$ cat config.mk
export PLATFORM = sky130hd
export DESIGN_NAME = tap_watch
export DESIGN_NICKNAME = d
export VERILOG_FILES = /design/src/rtl/tap_watch_pkg.sv /design/src/rtl/tap_watch_fsm.sv /design/src/rtl/tap_watch_scan.sv /design/src/rtl/tap_watch.sv
export SDC_FILE = /design/constraint.sdc
export NUM_CORES = 1
export LEC_CHECK = 0
export ABC_AREA = 1
export BUFFER_PORTS_ARGS = -buffer_cell sky130_fd_sc_hd__buf_2
export CORE_MARGIN = 2
export CORE_UTILIZATION = 49
export CTS_CLUSTER_SIZE = 20
export DETAILED_ROUTE_END_ITERATION = 12
export PLACE_DENSITY = 0.74
export SYNTH_ARGS = -nofsm -noshare
export SYNTH_HDL_FRONTEND = slang
export SYNTH_SLANG_ARGS = --single-unit
$ cat constraint.sdc
create_clock -name tck -period 2.1 [get_ports tck]
set_clock_uncertainty 0.2 [all_clocks]
set_input_delay 0.315 -clock tck [delete_from_list [all_inputs] [get_ports tck]]
set_output_delay 0.315 -clock tck [all_outputs]
set_load 0.01 [all_outputs]
$ cat src/rtl/tap_watch_pkg.sv
// Shared state encoding and transition function of the tracked test access
// port controller. Assumes one transition per rising test-clock edge.
package tap_watch_pkg;

    typedef enum logic [3:0] {
        TS_RESET    = 4'd0,
        TS_IDLE     = 4'd1,
        TS_DR_SEL   = 4'd2,
        TS_DR_CAP   = 4'd3,
        TS_DR_SHIFT = 4'd4,
        TS_DR_EXIT1 = 4'd5,
        TS_DR_PAUSE = 4'd6,
        TS_DR_EXIT2 = 4'd7,
        TS_DR_UPD   = 4'd8,
        TS_IR_SEL   = 4'd9,
        TS_IR_CAP   = 4'd10,
        TS_IR_SHIFT = 4'd11,
        TS_IR_EXIT1 = 4'd12,
        TS_IR_PAUSE = 4'd13,
        TS_IR_EXIT2 = 4'd14,
        TS_IR_UPD   = 4'd15
    } tap_state_e;

    // Successor of a state for one sampled mode-select bit.
    function automatic tap_state_e tap_next(input tap_state_e s, input logic m);
        case (s)
            TS_RESET:    return m ? TS_RESET    : TS_IDLE;
            TS_IDLE:     return m ? TS_DR_SEL   : TS_IDLE;
            TS_DR_SEL:   return m ? TS_IR_SEL   : TS_DR_CAP;
            TS_DR_CAP:   return m ? TS_DR_EXIT1 : TS_DR_SHIFT;
            TS_DR_SHIFT: return m ? TS_DR_EXIT1 : TS_DR_SHIFT;
            TS_DR_EXIT1: return m ? TS_DR_UPD   : TS_DR_PAUSE;
            TS_DR_PAUSE: return m ? TS_DR_EXIT2 : TS_DR_PAUSE;
            TS_DR_EXIT2: return m ? TS_DR_UPD   : TS_DR_SHIFT;
            TS_DR_UPD:   return m ? TS_DR_SEL   : TS_IDLE;
            TS_IR_SEL:   return m ? TS_RESET    : TS_IR_CAP;
            TS_IR_CAP:   return m ? TS_IR_EXIT1 : TS_IR_SHIFT;
            TS_IR_SHIFT: return m ? TS_IR_EXIT1 : TS_IR_SHIFT;
            TS_IR_EXIT1: return m ? TS_IR_UPD   : TS_IR_PAUSE;
            TS_IR_PAUSE: return m ? TS_IR_EXIT2 : TS_IR_PAUSE;
            TS_IR_EXIT2: return m ? TS_IR_UPD   : TS_IR_SHIFT;
            default:     return m ? TS_DR_SEL   : TS_IDLE;
        endcase
    endfunction

    function automatic logic is_capture(input tap_state_e s);
        return (s == TS_DR_CAP) || (s == TS_IR_CAP);
    endfunction

    function automatic logic is_shift(input tap_state_e s);
        return (s == TS_DR_SHIFT) || (s == TS_IR_SHIFT);
    endfunction

    function automatic logic is_pause(input tap_state_e s);
        return (s == TS_DR_PAUSE) || (s == TS_IR_PAUSE);
    endfunction

    function automatic logic is_update(input tap_state_e s);
        return (s == TS_DR_UPD) || (s == TS_IR_UPD);
    endfunction

endpackage

$ cat src/rtl/tap_watch_fsm.sv
// Tracks the controller state from mode select and test reset, measures how
// long each state lasts and flags capture, update and reset entries.
// Assumes inputs are stable around each rising edge of clk (the test clock).
module tap_watch_fsm
    import tap_watch_pkg::*;
#(
    parameter int DWELL_W = 8
) (
    input  logic               clk,
    input  logic               rst_n,
    input  logic               trst_n,
    input  logic               tms,
    output tap_state_e         state,
    output tap_state_e         state_nxt,
    output logic [DWELL_W-1:0] dwell,
    output logic               scan_ir,
    output logic               cap_pulse,
    output logic               upd_pulse,
    output logic               rst_pulse
);

    localparam logic [DWELL_W-1:0] DWELL_MAX = {DWELL_W{1'b1}};

    // Next state: the test reset overrides the mode-select walk.
    always_comb begin
        state_nxt = trst_n ? tap_next(state, tms) : TS_RESET;
    end

    // State register and entry flags.
    always_ff @(posedge clk) begin
        if (!rst_n) begin
            state     <= TS_RESET;
            cap_pulse <= 1'b0;
            upd_pulse <= 1'b0;
            rst_pulse <= 1'b0;
            scan_ir   <= 1'b0;
        end else begin
            state     <= state_nxt;
            cap_pulse <= is_capture(state_nxt);
            upd_pulse <= is_update(state_nxt);
            rst_pulse <= (state_nxt == TS_RESET) && (state != TS_RESET);
            if (state_nxt == TS_IR_CAP)
                scan_ir <= 1'b1;
            else if (state_nxt == TS_DR_CAP)
                scan_ir <= 1'b0;
        end
    end

    // Saturating dwell counter, restarted on every state change.
    always_ff @(posedge clk) begin
        if (!rst_n)
            dwell <= '0;
        else if (state_nxt != state)
            dwell <= '0;
        else if (dwell != DWELL_MAX)
            dwell <= dwell + 1'b1;
    end

    // Checker helper: run of consecutive high mode-select samples, capped at 5.
    logic [2:0] ones_run;
    always_ff @(posedge clk) begin
        if (!rst_n)
            ones_run <= '0;
        else if (!tms)
            ones_run <= '0;
        else if (ones_run != 3'd5)
            ones_run <= ones_run + 1'b1;
    end

    p_trst_forces_reset_r1: assert property (@(posedge clk) disable iff (!rst_n)
        !trst_n |=> state == TS_RESET);

    p_reset_holds_r1: assert property (@(posedge clk) disable iff (!rst_n)
        (state == TS_RESET && tms) |=> state == TS_RESET);

    p_five_ones_reset_r3: assert property (@(posedge clk) disable iff (!rst_n)
        ones_run == 3'd5 |-> state == TS_RESET);

    p_dwell_restart_r10: assert property (@(posedge clk) disable iff (!rst_n)
        state != $past(state) |-> dwell == '0);

    p_capture_flag_r4: assert property (@(posedge clk) disable iff (!rst_n)
        cap_pulse |=> !cap_pulse);

endmodule

$ cat src/rtl/tap_watch_scan.sv
// Counts shifted bits and pause cycles of a scan, collects the serial words
// LSB first and publishes a report while the controller sits in update.
// Assumes tdo was launched on the falling edge and is sampled here on the rise.
module tap_watch_scan
    import tap_watch_pkg::*;
#(
    parameter int WORD_W  = 32,
    parameter int CNT_W   = 16,
    parameter int PAUSE_W = 16
) (
    input  logic               clk,
    input  logic               rst_n,
    input  tap_state_e         state,
    input  tap_state_e         state_nxt,
    input  logic               tdi,
    input  logic               tdo,
    output logic               rpt_valid,
    output logic               rpt_is_ir,
    output logic [CNT_W-1:0]   rpt_bits,
    output logic [PAUSE_W-1:0] rpt_pauses,
    output logic [WORD_W-1:0]  rpt_tdi,
    output logic [WORD_W-1:0]  rpt_tdo
);

    localparam logic [CNT_W-1:0]   BITS_MAX  = {CNT_W{1'b1}};
    localparam logic [PAUSE_W-1:0] PAUSE_MAX = {PAUSE_W{1'b1}};

    logic [CNT_W-1:0]   bit_cnt;
    logic [PAUSE_W-1:0] pause_cnt;
    logic [WORD_W-1:0]  w_tdi, w_tdo;
    logic               clr, shifting, pausing;

    // Phase decode of the current and following state.
    always_comb begin
        clr      = is_capture(state_nxt);
        shifting = is_shift(state);
        pausing  = is_pause(state);
    end

    // Bit and pause counters with saturation, cleared on capture entry.
    always_ff @(posedge clk) begin
        if (!rst_n || clr) begin
            bit_cnt   <= '0;
            pause_cnt <= '0;
        end else begin
            if (shifting && bit_cnt != BITS_MAX)
                bit_cnt <= bit_cnt + 1'b1;
            if (pausing && pause_cnt != PAUSE_MAX)
                pause_cnt <= pause_cnt + 1'b1;
        end
    end

    // Word collection: bit k of the scan lands in position k while it fits.
    always_ff @(posedge clk) begin
        if (!rst_n || clr) begin
            w_tdi <= '0;
            w_tdo <= '0;
        end else if (shifting) begin
            for (int i = 0; i < WORD_W; i++) begin
                if (bit_cnt == CNT_W'(i)) begin
                    w_tdi[i] <= tdi;
                    w_tdo[i] <= tdo;
                end
            end
        end
    end

    // Report register loaded on the edge that enters update.
    always_ff @(posedge clk) begin
        if (!rst_n) begin
            rpt_valid  <= 1'b0;
            rpt_is_ir  <= 1'b0;
            rpt_bits   <= '0;
            rpt_pauses <= '0;
            rpt_tdi    <= '0;
            rpt_tdo    <= '0;
        end else begin
            rpt_valid <= is_update(state_nxt);
            if (is_update(state_nxt)) begin
                rpt_is_ir  <= (state_nxt == TS_IR_UPD);
                rpt_bits   <= bit_cnt;
                rpt_pauses <= pause_cnt;
                rpt_tdi    <= w_tdi;
                rpt_tdo    <= w_tdo;
            end
        end
    end

    p_pause_moves_no_data_r6: assert property (@(posedge clk) disable iff (!rst_n)
        is_pause(state) |=> $stable(bit_cnt) && $stable(w_tdi) && $stable(w_tdo));

    p_cleared_in_capture_r5: assert property (@(posedge clk) disable iff (!rst_n)
        is_capture(state) |-> bit_cnt == '0 && pause_cnt == '0);

    p_report_after_exit_r8: assert property (@(posedge clk) disable iff (!rst_n)
        rpt_valid |-> ($past(state) == TS_DR_EXIT1 || $past(state) == TS_DR_EXIT2 ||
                       $past(state) == TS_IR_EXIT1 || $past(state) == TS_IR_EXIT2));

    p_bits_no_wrap_r7: assert property (@(posedge clk) disable iff (!rst_n)
        (bit_cnt == BITS_MAX && is_shift(state)) |=> bit_cnt == BITS_MAX);

endmodule

$ cat src/rtl/tap_watch.sv
// Passive test access port monitor: state tracking plus per-scan statistics.
// Drives nothing on the observed port; clocked by the observed test clock.
module tap_watch
    import tap_watch_pkg::*;
#(
    parameter int WORD_W  = 32,
    parameter int CNT_W   = 16,
    parameter int PAUSE_W = 16,
    parameter int DWELL_W = 8
) (
    input  logic               tck,
    input  logic               rst_n,
    input  logic               trst_n,
    input  logic               tms,
    input  logic               tdi,
    input  logic               tdo,
    output logic [3:0]         state,
    output logic [DWELL_W-1:0] dwell,
    output logic               scan_is_ir,
    output logic               capture_pulse,
    output logic               update_pulse,
    output logic               reset_pulse,
    output logic               rpt_valid,
    output logic               rpt_is_ir,
    output logic [CNT_W-1:0]   rpt_bits,
    output logic [PAUSE_W-1:0] rpt_pauses,
    output logic [WORD_W-1:0]  rpt_tdi,
    output logic [WORD_W-1:0]  rpt_tdo
);

    tap_state_e cur_st, nxt_st;

    tap_watch_fsm #(.DWELL_W(DWELL_W)) u_fsm (
        .clk       (tck),
        .rst_n     (rst_n),
        .trst_n    (trst_n),
        .tms       (tms),
        .state     (cur_st),
        .state_nxt (nxt_st),
        .dwell     (dwell),
        .scan_ir   (scan_is_ir),
        .cap_pulse (capture_pulse),
        .upd_pulse (update_pulse),
        .rst_pulse (reset_pulse)
    );

    tap_watch_scan #(.WORD_W(WORD_W), .CNT_W(CNT_W), .PAUSE_W(PAUSE_W)) u_scan (
        .clk        (tck),
        .rst_n      (rst_n),
        .state      (cur_st),
        .state_nxt  (nxt_st),
        .tdi        (tdi),
        .tdo        (tdo),
        .rpt_valid  (rpt_valid),
        .rpt_is_ir  (rpt_is_ir),
        .rpt_bits   (rpt_bits),
        .rpt_pauses (rpt_pauses),
        .rpt_tdi    (rpt_tdi),
        .rpt_tdo    (rpt_tdo)
    );

    assign state = cur_st;

    p_update_with_report_r8: assert property (@(posedge tck) disable iff (!rst_n)
        update_pulse == rpt_valid);

endmodule

### After elaboration in Yosys (flattened, before gate mapping)

Index checks and enable logic that the tools add are counted.

* memories kept: 0
* bits in latches: 0
* logic and storage cells: 197
* register bits after elaboration: 209
* output and inout port bits: 114
* bits in writable memories: 0
* input port bits: 6
* memory bits (read-only): 0

* reductions and logical operators: 49
* bitwise operators: 1
* multiply operators: 0
* equal/unequal tests: 51
* $add $sub $neg: 3
* order comparisons: 0
* mux-type cells: 16
* div/mod/pow operators: 0
* shifts and indexed selects: 0

Operators by type and width (number)
* equality test 16 x 5 -> 1 bit, second input constant: 16
* equality test 16 x 4 -> 1 bit, second input constant: 8
* equality test 16 x 3 -> 1 bit, second input constant: 4
* AND reduction 2 bit: 32
* case mux 4 bit (11 select lines): 1
* equality test 4 bit, second input constant: 9
* adder 16 x 1 -> 16 bit, second input constant: 2
* equality test 16 x 2 -> 1 bit, second input constant: 2
* != test 16 bit, second input constant: 2
* two-way mux 4 bit: 5
* equality test 16 x 1 -> 1 bit, second input constant: 1
* equality test 4 x 3 -> 1 bit, second input constant: 4
* logical NOT 16 bit: 1
* equality test 4 x 2 -> 1 bit, second input constant: 3
* adder 8 x 1 -> 8 bit, second input constant: 1
* logical NOT 4 bit: 2
* != test 8 bit, second input constant: 1
* two-way mux 2 bit: 3
* two-way mux 3 bit: 2
* OR reduction 2 bit: 3
* logical OR 1 bit: 5
* two-way mux 1 bit: 5
* != test 4 bit: 1
* nonzero test 4 bit: 1
* other kinds (4): 6

### Logic depth before layout (Yosys ltp)

* depth after elaboration: 7
* depth in mapped cells: 16
* gate-level depth less buffers: 14

### By module

From an unflattened synthesis, not the netlist that was laid out.

* cells, all modules: 1338
* area total of the unflattened synthesis: 9251.4 um^2

By module, submodules not included
* tap_watch_scan: instances 1, area each 8211.6 um^2, cells an instance 1168, sequential area each 3883.7 um^2
* tap_watch_fsm: instances 1, area each 1039.7 um^2, cells an instance 170, sequential area each 320.3 um^2

### Worst setup path before layout

OpenSTA, ideal clock, no wires.

* path kind: reg-to-reg
* start: reg u_fsm.state[3]
* end: reg u_scan.w_tdo[10]
* period minus slack after synthesis: 2.194 ns
* path slack: -0.094 ns
* data required time: 1.788 ns
* path buffers: 3
* library setup time: 0.112 ns
* cell stages (with the launch flop): 13
* arrival time: 1.882 ns
* cell sequence: dfxtp_1 buf_2 nor2_4 nand2_1 inv_1 nor2_1 nand4_1 o21ai_0 nand3_1 nand3_2 buf_6 buf_6 nor2_2

* cells in the longest elaborated chain, start to end: 7
* elaborated cells between the ends (all ways): 23
* classes of those cells: eq/ne: 14; mux: 2; reduce/logical: 7

Ends and longest elaborated chain
* start: declaration: RTL line tap_watch_fsm.sv:13 `output tap_state_e state,`
* start signal: assignment: RTL line tap_watch_fsm.sv:38 `state <= state_nxt;`
* equality test 4 bit, or another cell as far along: RTL line tap_watch_pkg.sv:26 `case (s)`
* OR reduction 2 bit (no source line)
* case mux 4 bit (11 select lines): RTL line tap_watch_pkg.sv:26
* two-way mux 4 bit: RTL line tap_watch_fsm.sv:26 `state_nxt = trst_n ? tap_next(state, tms) : TS_RESET;`
* equality test 4 x 2 -> 1 bit / equality test 4 bit (equally long branches): RTL line tap_watch_pkg.sv:47 `return (s == TS_DR_CAP) || (s == TS_IR_CAP);`
* logical OR 1 bit: RTL line tap_watch_pkg.sv:47
* logical OR 1 bit: RTL line tap_watch_scan.sv:55 `if (!rst_n || clr) begin`
* end signal: indexed assignment: RTL line tap_watch_scan.sv:62 `w_tdo[i] <= tdo;`
* end: declaration: RTL line tap_watch_scan.sv:30 `logic [WORD_W-1:0] w_tdi, w_tdo;`

Parallel ways exist; a longest one is shown, timed or not.
A chain may end at the register's enable or synchronous reset.

### Worst setup path after layout

* start: reg u_fsm.state[1]
* end: reg u_scan.w_tdi[29]

* cells in the longest elaborated chain, start to end: 7
* elaborated cells between the ends (all ways): 23
* classes of those cells: eq/ne: 14; mux: 2; reduce/logical: 7

Ends and longest elaborated chain
* equality test 4 bit, or another cell as far along: RTL line tap_watch_pkg.sv:26
* OR reduction 2 bit (no source line)
* case mux 4 bit (11 select lines): RTL line tap_watch_pkg.sv:26
* two-way mux 4 bit: RTL line tap_watch_fsm.sv:26
* equality test 4 x 2 -> 1 bit / equality test 4 bit (equally long branches): RTL line tap_watch_pkg.sv:47
* logical OR 1 bit: RTL line tap_watch_pkg.sv:47
* logical OR 1 bit: RTL line tap_watch_scan.sv:55
* end signal: indexed assignment: RTL line tap_watch_scan.sv:61 `w_tdi[i] <= tdi;`
* end: declaration: RTL line tap_watch_scan.sv:30

Parallel ways exist; a longest one is shown, timed or not.

==> metrics <==
Reg2Reg Setup Slack -370 ps; Adder-Cell Fraction of Synth Area 0.00774; largest stage delay on the critical path 370 ps; WL met2 15.3 mm; Pleak 0.00654 uW; Pwr per Cell Area 581 nW/um2; Post-synth EDFFs 0; Layout Cells excl Fill 1,978; DR DRC count 0; register area 4200 um2; worst setup margin -367 ps; Routed Antenna Nets 0; CTS tree yes; largest family of logic cells by synthesized area simple AND/OR/NAND/NOR gates; Worst Path Buf+Inv 4; CTS clk-pin slew, worst paths 60 ps; Critical Path RT 2290 ps; total wire length 32.1 mm; # IOs 120; capturing point of the worst reg2reg path u_scan.w_tdi[29]$_SDFFE_PP0P_; DRT iter0 DRCs 827; Synth Area per Inst 6.63 um2; Final Wtd Congestion 0.913; Primary FF master, synth dfxtp_1; TritonCTS buffer count 23; synthesized cell area 9700 um2; syn nets 1,475; Hold Crit Start u_fsm.scan_ir$_SDFFE_PN0P_; root buffer cell clkbuf_16; FF+latch count, synth 209; Initial Util 0.499; Total GRT Usage 0.244; wire per inst 16.2 um; NumNets Final 1,711; relative slew slack 0.738; share of cells above drive strength 1 0.304; H-tree levels 1; area fraction in compound gates after synthesis 0.0932; Critical Path Sink Type flip-flop; Hold Path End u_fsm.scan_ir$_SDFFE_PN0P_; IO Port Bufs 119; Crit Path Category reg -> reg; worst slew pin tran 389 ps; # diodes 0; f_max 0.405 GHz; Hold Crit Class reg -> reg; multiplexer share of the synthesized area 0; setup tns final -55,740 ps; vias in the first global route 8,761; Die Ht 145 um; met3 wire len 2.25 mm; highest metal used met4; most frequent CP cell buf_4; TritonCTS Sinks 209; global-route wire length before repair 41.9 mm; fraction of registers with async set or reset after synthesis 0; Slew Limit Fails 0; Worst Path Max Fanout 5; Peak VDD IR 0.000492 V; status complete, but fails checks; commonest non-fill, non-tap cells in the layout nand2_1 (284), inv_1 (228), nor2_1 (225), dfxtp_1 (205), buf_2 (119); Hold Vio Cnt, Final 0; failing checks negative setup slack; Distinct cells, synth 28; antenna violations before repair 0; Pre-Repair DR Iteration Count 6; worst-path cell chain nand2_2 > inv_1 > buf_4 > nand3_1 > nand4_1 > buf_4 > o21ai_2 > nand3_4 > nand3_2 > buf_2 > nor2_1; WHS Path Cells 2; worst endpoint data arrival time 2660 ps; synth-to-layout area growth 43.4%; Skew-Pair Late Insertion Delay 510 ps; area share of and/or/nand/nor cells after synthesis 0.309; Slowest cell on crit path dfxtp_4; die area 20,900 um2; grt total ovfl 0; Bufs on Longest Clock Path 3; RSZ-0062 raised after global routing true; worst reg-to-reg path cell count 11; Tcrit/Tclk final 1.17; max-cap violations 0; worst reg2reg startpoint u_fsm.state[1]$_SDFF_PN0_; area of the multi-input gates 5110 um2; Cells after Synth 1,463; delay-heaviest family, CP simple AND/OR/NAND/NOR gates; most common cell after layout, fill and taps aside nand2_1; # fillers 1,425; crit path time final 2470 ps; Worst Setup Start Kind flip-flop; Vias 10,300; site row count 51; Tot Pwr 8080 uW; Post-Synth XOR/XNOR Area 0.0271; vias per inst 5.20; wl on met1 13.0 mm; sequential element share of the synthesized area 0.431; HPWL after detailed placement 17.0 mm; largest net degree at the start of global routing 55; WHS 284 ps; core area 19,500 um2; die width 145 um; synth warn 0; placed cell count 1,875; final setup fails 204
repair_timing:
| action | 4_1_cts | 5_1_grt |
|---|---|---|
| pin swaps | 4 | 99 |
| hold buffers | 2 | 0 |
| resized for setup | 73 | 178 |
| hold endpoints to repair | 11 | 0 |
| gates cloned | 7 | 26 |
| setup buffers | 13 | 20 |
| endpoints found under the setup margin | 204 | 204 |
routing by layer:
layer / global-route usage / vias up
met3: 0.0309 / 137
met5: 0 / -
li1: - / 4960
met2: 0.409 / 459
met1: 0.331 / 4728
met4: 0.0669 / 0
power breakdown:
part | switching [uW] | internal, uW
logic | 216 | 147
clock network | 1640 | 2090
registers | 13.5 | 3980
how the worst max path moves through the flow:
stage | start | end | slack, ps | cells after the start
2_1_floorplan | u_fsm.state[0]$_SDFF_PN0_ | u_scan.rpt_bits[3]$_SDFFE_PN0P_ | 4 | 15
3_3_place_gp | u_fsm.state[0]$_SDFF_PN0_ | u_scan.rpt_pauses[1]$_SDFFE_PN0P_ | -240 | 12
3_5_place_dp | u_fsm.state[0]$_SDFF_PN0_ | u_scan.rpt_tdi[17]$_SDFFE_PN0P_ | -250 | 12
4_1_cts | u_fsm.state[3]$_SDFF_PN0_ | u_scan.rpt_tdi[19]$_SDFFE_PN0P_ | -220 | 13
5_1_grt | u_fsm.state[1]$_SDFF_PN0_ | u_scan.rpt_tdo[4]$_SDFFE_PN0P_ | -460 | 16
6_report | u_fsm.state[1]$_SDFF_PN0_ | u_scan.w_tdi[29]$_SDFFE_PP0P_ | -370 | 11
worst min-delay path, stage by stage, from the launching register on:
cell and delay (ps):
dfxtp_1 320, nand2_1 60, a21oi_1 50
registers in the layout (all words and copies together), names as in the netlist, 4 cells and up:
signal and count:
u_fsm.state 4, u_scan.rpt_tdo 32, u_scan.pause_cnt 16, u_scan.w_tdi 32, u_scan.rpt_tdi 32, u_fsm.dwell 8, u_scan.rpt_pauses 16, u_scan.bit_cnt 16
u_scan.rpt_bits 16, u_scan.w_tdo 32
cells by family (layout without fill, tap and decap cells):
family | count (synthesis) | count (layout)
and+or+nand+nor | 725 | 726
DFF | 209 | 209
adders and majority gates | 6 | 6
AOI/OAI and AO/OA | 180 | 180
buffers and inverters | 313 | 562
xor gates and xnor gates | 30 | 30
cells in the mapped netlist (9+ instances only):
master | number | area share
nor2_2 | 13 | 0.0084
clkbuf_1 | 25 | 0.0097
nand3_1 | 126 | 0.065
o21ai_0 | 68 | 0.035
xor2_1 | 21 | 0.019
nand2_1 | 299 | 0.12
xnor2_1 | 9 | 0.0081
inv_1 | 231 | 0.089
dfxtp_1 | 209 | 0.43
nor2_1 | 253 | 0.098
nor3_1 | 15 | 0.0077
a21oi_1 | 104 | 0.054
buf_2 | 44 | 0.023
through the flow:
stage          setup slack [ps]  cell area, um2   util
3_3_place_gp               -241           11300  0.579
6_report                   -367           13900  0.715
5_1_grt                    -457           13900  0.715
4_1_cts                    -220           12500  0.644
2_1_floorplan              4.19            9730      -
3_5_place_dp               -253           11300  0.579
final cells by class:
| type | count | share of cell area |
|---|---|---|
| Multi-Input combinational cell | 942 | 0.367 |
| Sequential cell | 209 | 0.302 |
| Timing Repair Buffer | 286 | 0.195 |
| Inverter | 237 | 0.0643 |
| Clock buffer | 32 | 0.0452 |
| Tap cell | 265 | 0.0238 |
| Clock inverter | 7 | 0.00297 |
No activity file was read; power rests on OpenSTA's default activity.
